**src/rtl/mbx_pkg.sv**
```systemverilog
package mbx_pkg;
  localparam logic [11:0] OFS_REV = 12'h000;
  localparam logic [11:0] OFS_CFG = 12'h010;
  localparam logic [11:0] OFS_STS = 12'h014;
  localparam int CFG_AUTO_BIT = 0;
  localparam int CFG_SRST_BIT = 1;
  localparam int CFG_IDLE_LSB = 3;
  localparam logic [5:0] WIN_MSG  = 6'd1;
  localparam logic [5:0] WIN_FULL = 6'd2;
  localparam logic [5:0] WIN_CNT  = 6'd3;
  localparam logic [3:0] WIN_IRQ  = 4'd1;
endpackage

```
**src/rtl/mbx_fifo.sv**
```systemverilog
module mbx_fifo #(
  parameter int DW    = 32,
  parameter int DEPTH = 4,
  localparam int CW   = $clog2(DEPTH + 1),
  localparam int PW   = (DEPTH > 1) ? $clog2(DEPTH) : 1
) (
  input  logic          clk,
  input  logic          rst,
  input  logic          clr,
  input  logic          push,
  input  logic [DW-1:0] wdata,
  input  logic          pop,
  output logic [DW-1:0] head,
  output logic [CW-1:0] count,
  output logic          full,
  output logic          push_ev,
  output logic          nf_ev
);
  logic [DW-1:0] mem [DEPTH];
  logic [PW-1:0] wp, rp;
  logic          empty, push_ok, pop_ok;

  function automatic logic [PW-1:0] step(input logic [PW-1:0] p);
    return (p == PW'(DEPTH - 1)) ? '0 : p + 1'b1;
  endfunction

  assign full    = (count == CW'(DEPTH));
  assign empty   = (count == '0);
  assign push_ok = push && !full;
  assign pop_ok  = pop && !empty;
  assign push_ev = push_ok;
  assign nf_ev   = pop_ok && full;
  assign head    = empty ? '0 : mem[rp];

  always_ff @(posedge clk) begin
    if (push_ok) mem[wp] <= wdata;
  end

  always_ff @(posedge clk) begin
    if (rst || clr) begin
      wp    <= '0;
      rp    <= '0;
      count <= '0;
    end else begin
      if (push_ok) wp <= step(wp);
      if (pop_ok)  rp <= step(rp);
      case ({push_ok, pop_ok})
        2'b10:   count <= count + 1'b1;
        2'b01:   count <= count - 1'b1;
        default: count <= count;
      endcase
    end
  end

  p_no_overflow_r2: assert property (@(posedge clk) disable iff (rst)
    count <= CW'(DEPTH));
  p_full_drop_r2: assert property (@(posedge clk) disable iff (rst)
    (full && push && !pop && !clr) |=> (count == $past(count)));
  p_empty_read_r3: assert property (@(posedge clk) disable iff (rst)
    (empty && pop && !push && !clr) |=> (count == '0));
endmodule

```
**src/rtl/mbx_irq.sv**
```systemverilog
module mbx_irq #(
  parameter int EW = 8
) (
  input  logic          clk,
  input  logic          rst,
  input  logic          clr,
  input  logic [EW-1:0] set_vec,
  input  logic          clr_we,
  input  logic [EW-1:0] wmask,
  input  logic          en_we,
  input  logic [EW-1:0] en_wdata,
  output logic [EW-1:0] status,
  output logic [EW-1:0] enable,
  output logic          irq
);
  logic [EW-1:0] drop;

  assign drop = clr_we ? wmask : '0;

  always_ff @(posedge clk) begin
    if (rst || clr) begin
      status <= '0;
      enable <= '0;
      irq    <= 1'b0;
    end else begin
      status <= (status & ~drop) | set_vec;
      if (en_we) enable <= en_wdata;
      irq <= |(status & enable);
    end
  end

  p_set_r4: assert property (@(posedge clk) disable iff (rst)
    ((|set_vec) && !clr) |=> ((status & $past(set_vec)) == $past(set_vec)));
  p_w1c_r6: assert property (@(posedge clk) disable iff (rst)
    (clr_we && !clr) |=> ((status & $past(wmask) & ~$past(set_vec)) == '0));
  p_irq_r7: assert property (@(posedge clk) disable iff (rst)
    !clr |=> (irq == $past(|(status & enable))));
endmodule

```
**src/rtl/mbx_hub.sv**
```systemverilog
module mbx_hub
  import mbx_pkg::*;
#(
  parameter int NUM_MBOX  = 4,
  parameter int NUM_USER  = 4,
  parameter int DEPTH     = 4,
  parameter int DW        = 32,
  parameter int AW        = 12,
  parameter int SRST_CYC  = 3,
  parameter int REV_MAJOR = 2,
  parameter int REV_MINOR = 1
) (
  input  logic                clk,
  input  logic                rst,
  input  logic [AW-1:0]       bus_addr,
  input  logic                bus_wr,
  input  logic                bus_rd,
  input  logic [DW-1:0]       bus_wdata,
  output logic [DW-1:0]       bus_rdata,
  output logic [NUM_USER-1:0] irq_o
);
  localparam int EW  = 2 * NUM_MBOX;
  localparam int CW  = $clog2(DEPTH + 1);
  localparam int SCW = $clog2(SRST_CYC + 1);

  logic [SCW-1:0] srst_cnt;
  logic           busy, wr_ok, rd_ok, srst_req, clr;
  logic           cfg_auto;
  logic [1:0]     cfg_idle;
  logic [3:0]     mb_idx;
  logic [4:0]     us_idx;
  logic [5:0]     win6;
  logic           is_cfg;
  logic [EW-1:0]  set_vec;
  logic [DW-1:0]  rmux;

  logic [DW-1:0]  head  [NUM_MBOX];
  logic [CW-1:0]  cnt   [NUM_MBOX];
  logic           full  [NUM_MBOX];
  logic [EW-1:0]  st    [NUM_USER];
  logic [EW-1:0]  en    [NUM_USER];

  assign win6     = bus_addr[11:6];
  assign mb_idx   = bus_addr[5:2];
  assign us_idx   = bus_addr[7:3];
  assign is_cfg   = (bus_addr == OFS_CFG);
  assign busy     = (srst_cnt != '0);
  assign wr_ok    = bus_wr && !busy;
  assign rd_ok    = bus_rd && !bus_wr;
  assign srst_req = wr_ok && is_cfg && bus_wdata[CFG_SRST_BIT];
  assign clr      = srst_req || busy;

  always_ff @(posedge clk) begin
    if (rst) srst_cnt <= '0;
    else if (srst_req) srst_cnt <= SCW'(SRST_CYC);
    else if (busy) srst_cnt <= srst_cnt - 1'b1;
  end

  always_ff @(posedge clk) begin
    if (rst || clr) begin
      cfg_auto <= 1'b0;
      cfg_idle <= '0;
    end else if (wr_ok && is_cfg) begin
      cfg_auto <= bus_wdata[CFG_AUTO_BIT];
      cfg_idle <= bus_wdata[CFG_IDLE_LSB +: 2];
    end
  end

  for (genvar m = 0; m < NUM_MBOX; m++) begin : g_box
    logic hit;
    assign hit = (win6 == WIN_MSG) && (mb_idx == 4'(m));
    mbx_fifo #(.DW(DW), .DEPTH(DEPTH)) u_fifo (
      .clk     (clk),
      .rst     (rst),
      .clr     (clr),
      .push    (wr_ok && hit),
      .wdata   (bus_wdata),
      .pop     (rd_ok && !busy && hit),
      .head    (head[m]),
      .count   (cnt[m]),
      .full    (full[m]),
      .push_ev (set_vec[2*m]),
      .nf_ev   (set_vec[2*m+1])
    );
  end

  for (genvar u = 0; u < NUM_USER; u++) begin : g_user
    logic hit;
    assign hit = (bus_addr[11:8] == WIN_IRQ) && (us_idx == 5'(u));
    mbx_irq #(.EW(EW)) u_irq (
      .clk      (clk),
      .rst      (rst),
      .clr      (clr),
      .set_vec  (set_vec),
      .clr_we   (wr_ok && hit && !bus_addr[2]),
      .wmask    (bus_wdata[EW-1:0]),
      .en_we    (wr_ok && hit && bus_addr[2]),
      .en_wdata (bus_wdata[EW-1:0]),
      .status   (st[u]),
      .enable   (en[u]),
      .irq      (irq_o[u])
    );
  end

  always_comb begin
    rmux = '0;
    if (bus_addr == OFS_REV)
      rmux = DW'({4'(REV_MAJOR), 4'(REV_MINOR)});
    else if (is_cfg)
      rmux = DW'({cfg_idle, 2'b00, cfg_auto});
    else if (bus_addr == OFS_STS)
      rmux = DW'(!busy);
    for (int k = 0; k < NUM_MBOX; k++) begin
      if (32'(mb_idx) == k) begin
        if (win6 == WIN_MSG)  rmux = head[k];
        if (win6 == WIN_FULL) rmux = DW'(full[k]);
        if (win6 == WIN_CNT)  rmux = DW'(cnt[k]);
      end
    end
    for (int k = 0; k < NUM_USER; k++) begin
      if (bus_addr[11:8] == WIN_IRQ && 32'(us_idx) == k)
        rmux = bus_addr[2] ? DW'(en[k]) : DW'(st[k]);
    end
  end

  always_ff @(posedge clk) begin
    if (rst) bus_rdata <= '0;
    else if (rd_ok) bus_rdata <= rmux;
  end

  logic any_left;
  always_comb begin
    any_left = 1'b0;
    for (int k = 0; k < NUM_MBOX; k++) any_left = any_left | (cnt[k] != '0);
    for (int k = 0; k < NUM_USER; k++) any_left = any_left | (st[k] != '0) | (en[k] != '0);
  end

  p_srst_clear_r8: assert property (@(posedge clk) disable iff (rst)
    srst_req |=> !any_left);
  p_rev_read_r9: assert property (@(posedge clk) disable iff (rst)
    (rd_ok && bus_addr == OFS_REV) |=> (bus_rdata == DW'({4'(REV_MAJOR), 4'(REV_MINOR)})));
  p_busy_nowrite_r10: assert property (@(posedge clk) disable iff (rst)
    (busy && bus_wr) |=> (cfg_auto == 1'b0 && cfg_idle == 2'b00));
endmodule

```
**config.mk**
```make
export PLATFORM = sky130hd
export DESIGN_NAME = mbx_hub
export DESIGN_NICKNAME = d
export VERILOG_FILES = /design/src/rtl/mbx_pkg.sv /design/src/rtl/mbx_fifo.sv /design/src/rtl/mbx_irq.sv /design/src/rtl/mbx_hub.sv
export SDC_FILE = /design/constraint.sdc
export NUM_CORES = 1
export LEC_CHECK = 0
export BUFFER_PORTS_ARGS = -buffer_cell sky130_fd_sc_hd__buf_2
export CORE_ASPECT_RATIO = 0.9
export CORE_MARGIN = 2
export CORE_UTILIZATION = 47
export CTS_CLUSTER_DIAMETER = 60
export DETAILED_ROUTE_END_ITERATION = 12
export PLACE_DENSITY = 0.65
export RECOVER_POWER = 100
export SLEW_MARGIN = 40
export SYNTH_ARGS = -nofsm -noshare
export SYNTH_HDL_FRONTEND = slang
export SYNTH_HIERARCHICAL = 1
export SYNTH_SLANG_ARGS = --single-unit
```
**constraint.sdc**
```tcl
create_clock -name clk -period 3 [get_ports clk]
set_clock_uncertainty 0.05 [all_clocks]
set_input_delay 0 -clock clk [delete_from_list [all_inputs] [get_ports clk]]
set_output_delay 0 -clock clk [all_outputs]
set_load 0.005 [all_outputs]
```
==> run metrics <==
status=finished with violations; failing checks=max-capacitance violations, max-slew violations; CTS tree=built; via count=16700; Power per Cell Area=605 nW/um2; hold_sp=bus_addr[9]; fin. max-slew vios=128; number of synthesized flops with an enable pin=512; Worst setup SP type=flop; Worst Setup End Kind=flop; die area=60600 um2; Hold Path End=bus_rdata[30]$_SDFFE_PP0P_; first-pass GRT wire length=108000 um; RePlAce Congestion=0.936; Non-Filler Instances=2790; most common flop cell mapped by yosys=edfxtp_1; 1st-iter DRT viols=1618; pin count of the biggest net entering global routing=54; area of the multi-input gates=8600 um2; reg-to-reg setup timing slack=100 ps; arrival time worst endpoint=3370 ps; YS warnings=6; FF-to-FF Start=g_box[0].u_fifo/count[2]$_SDFFE_PP0P_; Min-Delay Path Class=primary input to flop; worst hold stages=7; Final Cell Area=31600 um2; slew margin rel.=-0.113; CP dominant cell by count=inv_1; RR Endpoint=g_box[0].u_fifo/count[2]$_SDFFE_PP0P_; H-tree Lvls=3; drt pass-1 iters=6; setup TNS=0 ps; drt wl/cell=26.4 um; max frequency=0.345 GHz; final hold vios=0; Mean Syn Cell Area=15.4 um2; max-cap violations=5; Cell variety after synth=72; Area contributors post-synth=edfxtp_1, mux4_2, dfxtp_1, nor2b_1, mux2i_1; Post-Syn Nets=1863; Yosys top cell area share=0.558; type of the worst setup path=flop to flop; CTS Buf Count=69; root buffer cell=clkbuf_16; CORE AREA=58200 um2; antenna viol nets, final=0; global route overflow=0; CP cell instances=or3b_1 > and2_2 > inv_1 > ha_1 > inv_1 > fa_1 > xor2_1 > or3_2 > a21oi_1; vias per cell=5.99; Crit path max-delay family=simple AND/OR/NAND/NOR gates; CP Max Fanout=8; Clock transition at path regs=50 ps; Worst EP required=3480 ps; fin nets=2040; Area Growth Syn to Fin=14.8%; TritonCTS Sinks=653; initial antenna violation count=0; minimum clock period=2900 ps; Synth Register Bits=653; Cells after Synth=1786; Async SR Flop Fraction=0; Placement Rows=84; Placed Area=29200 um2; maximum vdd ir drop=0.000444 V; FF/Latch Area=18200 um2; Die Y=234 um; RSZ-0062 raised after global routing=false; DRT Wirelength=73500 um; I/O Pins=84; vias in the first global route=16500; max incr delay on CP=500 ps; worst skew pair latency=610 ps; Bufs and invs on worst path=2; sequential share of the synthesized area=0.661; Fillers=4717; port bufs=83; Final Total Pwr=19.1 mW; R2R cell count=9; final core occ=0.543; Slew @ Worst Pin=1670 ps; Placed Cells=2624; Lkg Pwr=9.98 nW; fin crit share=0.965; Slowest-stage cell, CP=or3b_1; number of remaining DRC errors=0; Clock Path Buffers=3; Die Wd=259 um; n_diodes=0; dominant cell type by area after synthesis=edfxtp_1; Initial Utilization=0.473; layout cells sized above 1=0.199; Detail Placement HPWL=45300 um; Synth Cell Area=27500 um2; GRT Total Usage=0.246; final setup fails=0
==> power by group <==
group / internal (mW) / total, mW / switching, mW
clock: 5.15 / 8.61 / 3.46
combinational: 0.202 / 0.777 / 0.575
sequential: 9.76 / 9.76 / 0.00787
==> through the flow <==
stage          hold slack (ps)  worst slack (ps)
6_report                  41.5               104
5_1_grt                   89.5              30.3
4_1_cts                   20.5              86.7
3_5_place_dp               317               118
3_3_place_gp               308               207
2_1_floorplan             48.9              55.3
==> cell families (layout without fill, tap and decap cells) <==
logic type / after synthesis / after routing / synth area share
buffers and inverters: 141 / 371 / 0.0274
multiplexers: 196 / 196 / 0.131
XOR/XNOR: 9 / 9 / 0.00286
AO/OA/AOI/OAI: 274 / 274 / 0.0686
AND/OR/NAND/NOR: 484 / 484 / 0.0950
flip-flops: 653 / 653 / 0.661
adder cells (fa/ha/maj): 29 / 29 / 0.0143
==> routing by layer <==
layer | share of wire | global-route usage | vias up
met1 | 0.43 | 0.349 | 8605
met5 | 0 | 0 | -
met2 | 0.45 | 0.372 | 732
met4 | 0.036 | 0.0925 | 0
met3 | 0.085 | 0.0574 | 155
li1 | - | - | 7234
==> placed cells by master (no fill, tap or decap), drive strengths merged, types with 25 or more instances in the layout <==
cell type / instances
edfxtp: 512
clkbuf: 186
dfxtp: 141
nor2b: 140
nor2: 139
mux4: 131
buf: 87
a21oi: 78
mux2i: 53
nand2: 53
dlygate4sd3: 42
inv: 39
a21boi: 33
o21a: 32
or3: 32
nand3: 30
o21ai: 28
a22oi: 27
ha: 25
==> synthesized netlist by cell type (all sizes together) (14+ instances only) <==
cell and count:
or3 32, nand3 30, edfxtp 512, mux4 131, inv 36, nor2 139
a21boi 33, o21ai 28, a21oi 78, ha 25, dfxtp 141, o21a 32
and3 18, nand2 53, buf 63, mux2i 53, nor2b 140, clkbuf 42
a31oi 24, a22oi 27, nor3 14
==> layout make-up <==
cell class,instances,area share
clock buffers,104,0.0633
clock inverters,20,0.00886
inverters,36,0.00427
multi-input cells,992,0.272
flip-flops and latches,653,0.576
well taps,774,0.0306
repair buffers,211,0.0453
==> how the worst max path moves through the flow <==
stage	to	slack [ps]	depth (start not counted)	startpoint
3_3_place_gp	g_box[2].u_fifo/count[2]$_SDFFE_PP0P_	210	14	bus_addr[11]
2_1_floorplan	g_box[2].u_fifo/count[2]$_SDFFE_PP0P_	60	14	srst_cnt[0]$_SDFFE_PP0P_
6_report	g_box[0].u_fifo/count[2]$_SDFFE_PP0P_	100	9	g_box[0].u_fifo/count[2]$_SDFFE_PP0P_
4_1_cts	bus_rdata[8]$_SDFFE_PP0P_	90	9	flop
3_5_place_dp	g_box[2].u_fifo/count[2]$_SDFFE_PP0P_	120	14	bus_addr[11]
5_1_grt	g_box[0].u_fifo/count[2]$_SDFFE_PP0P_	30	12	srst_cnt[0]$_SDFFE_PP0P_
==> flip-flops by register name, indices dropped and copies added, names as in the netlist, named ones only <==
signal and cells:
g_box.u_fifo/mem 512, bus_rdata 32, g_user.u_irq/enable 32, g_user.u_irq/status 32, g_box.u_fifo/count 12, g_box.u_fifo/rp 8
g_box.u_fifo/wp 8, g_user.u_irq/irq 4, cfg_idle 2, srst_cnt 2, cfg_auto 1
==> worst reg2reg max path, cell delays in order, from the launching register on <==
cell,delay [ps]
dfxtp_1,430
or3b_1,510
and2_2,350
inv_1,90
ha_1,190
inv_1,70
fa_1,370
xor2_1,160
or3_2,420
a21oi_1,180
==> repair_timing <==
item / CTS / global route
hold endpoints to repair: 565 / 0
gates resized for setup: 0 / 5
endpoints found under the setup margin: 0 / 2
buffers inserted: 0 / 0
hold buffers: 42 / 0
Power figures use the tool's default switching activity.
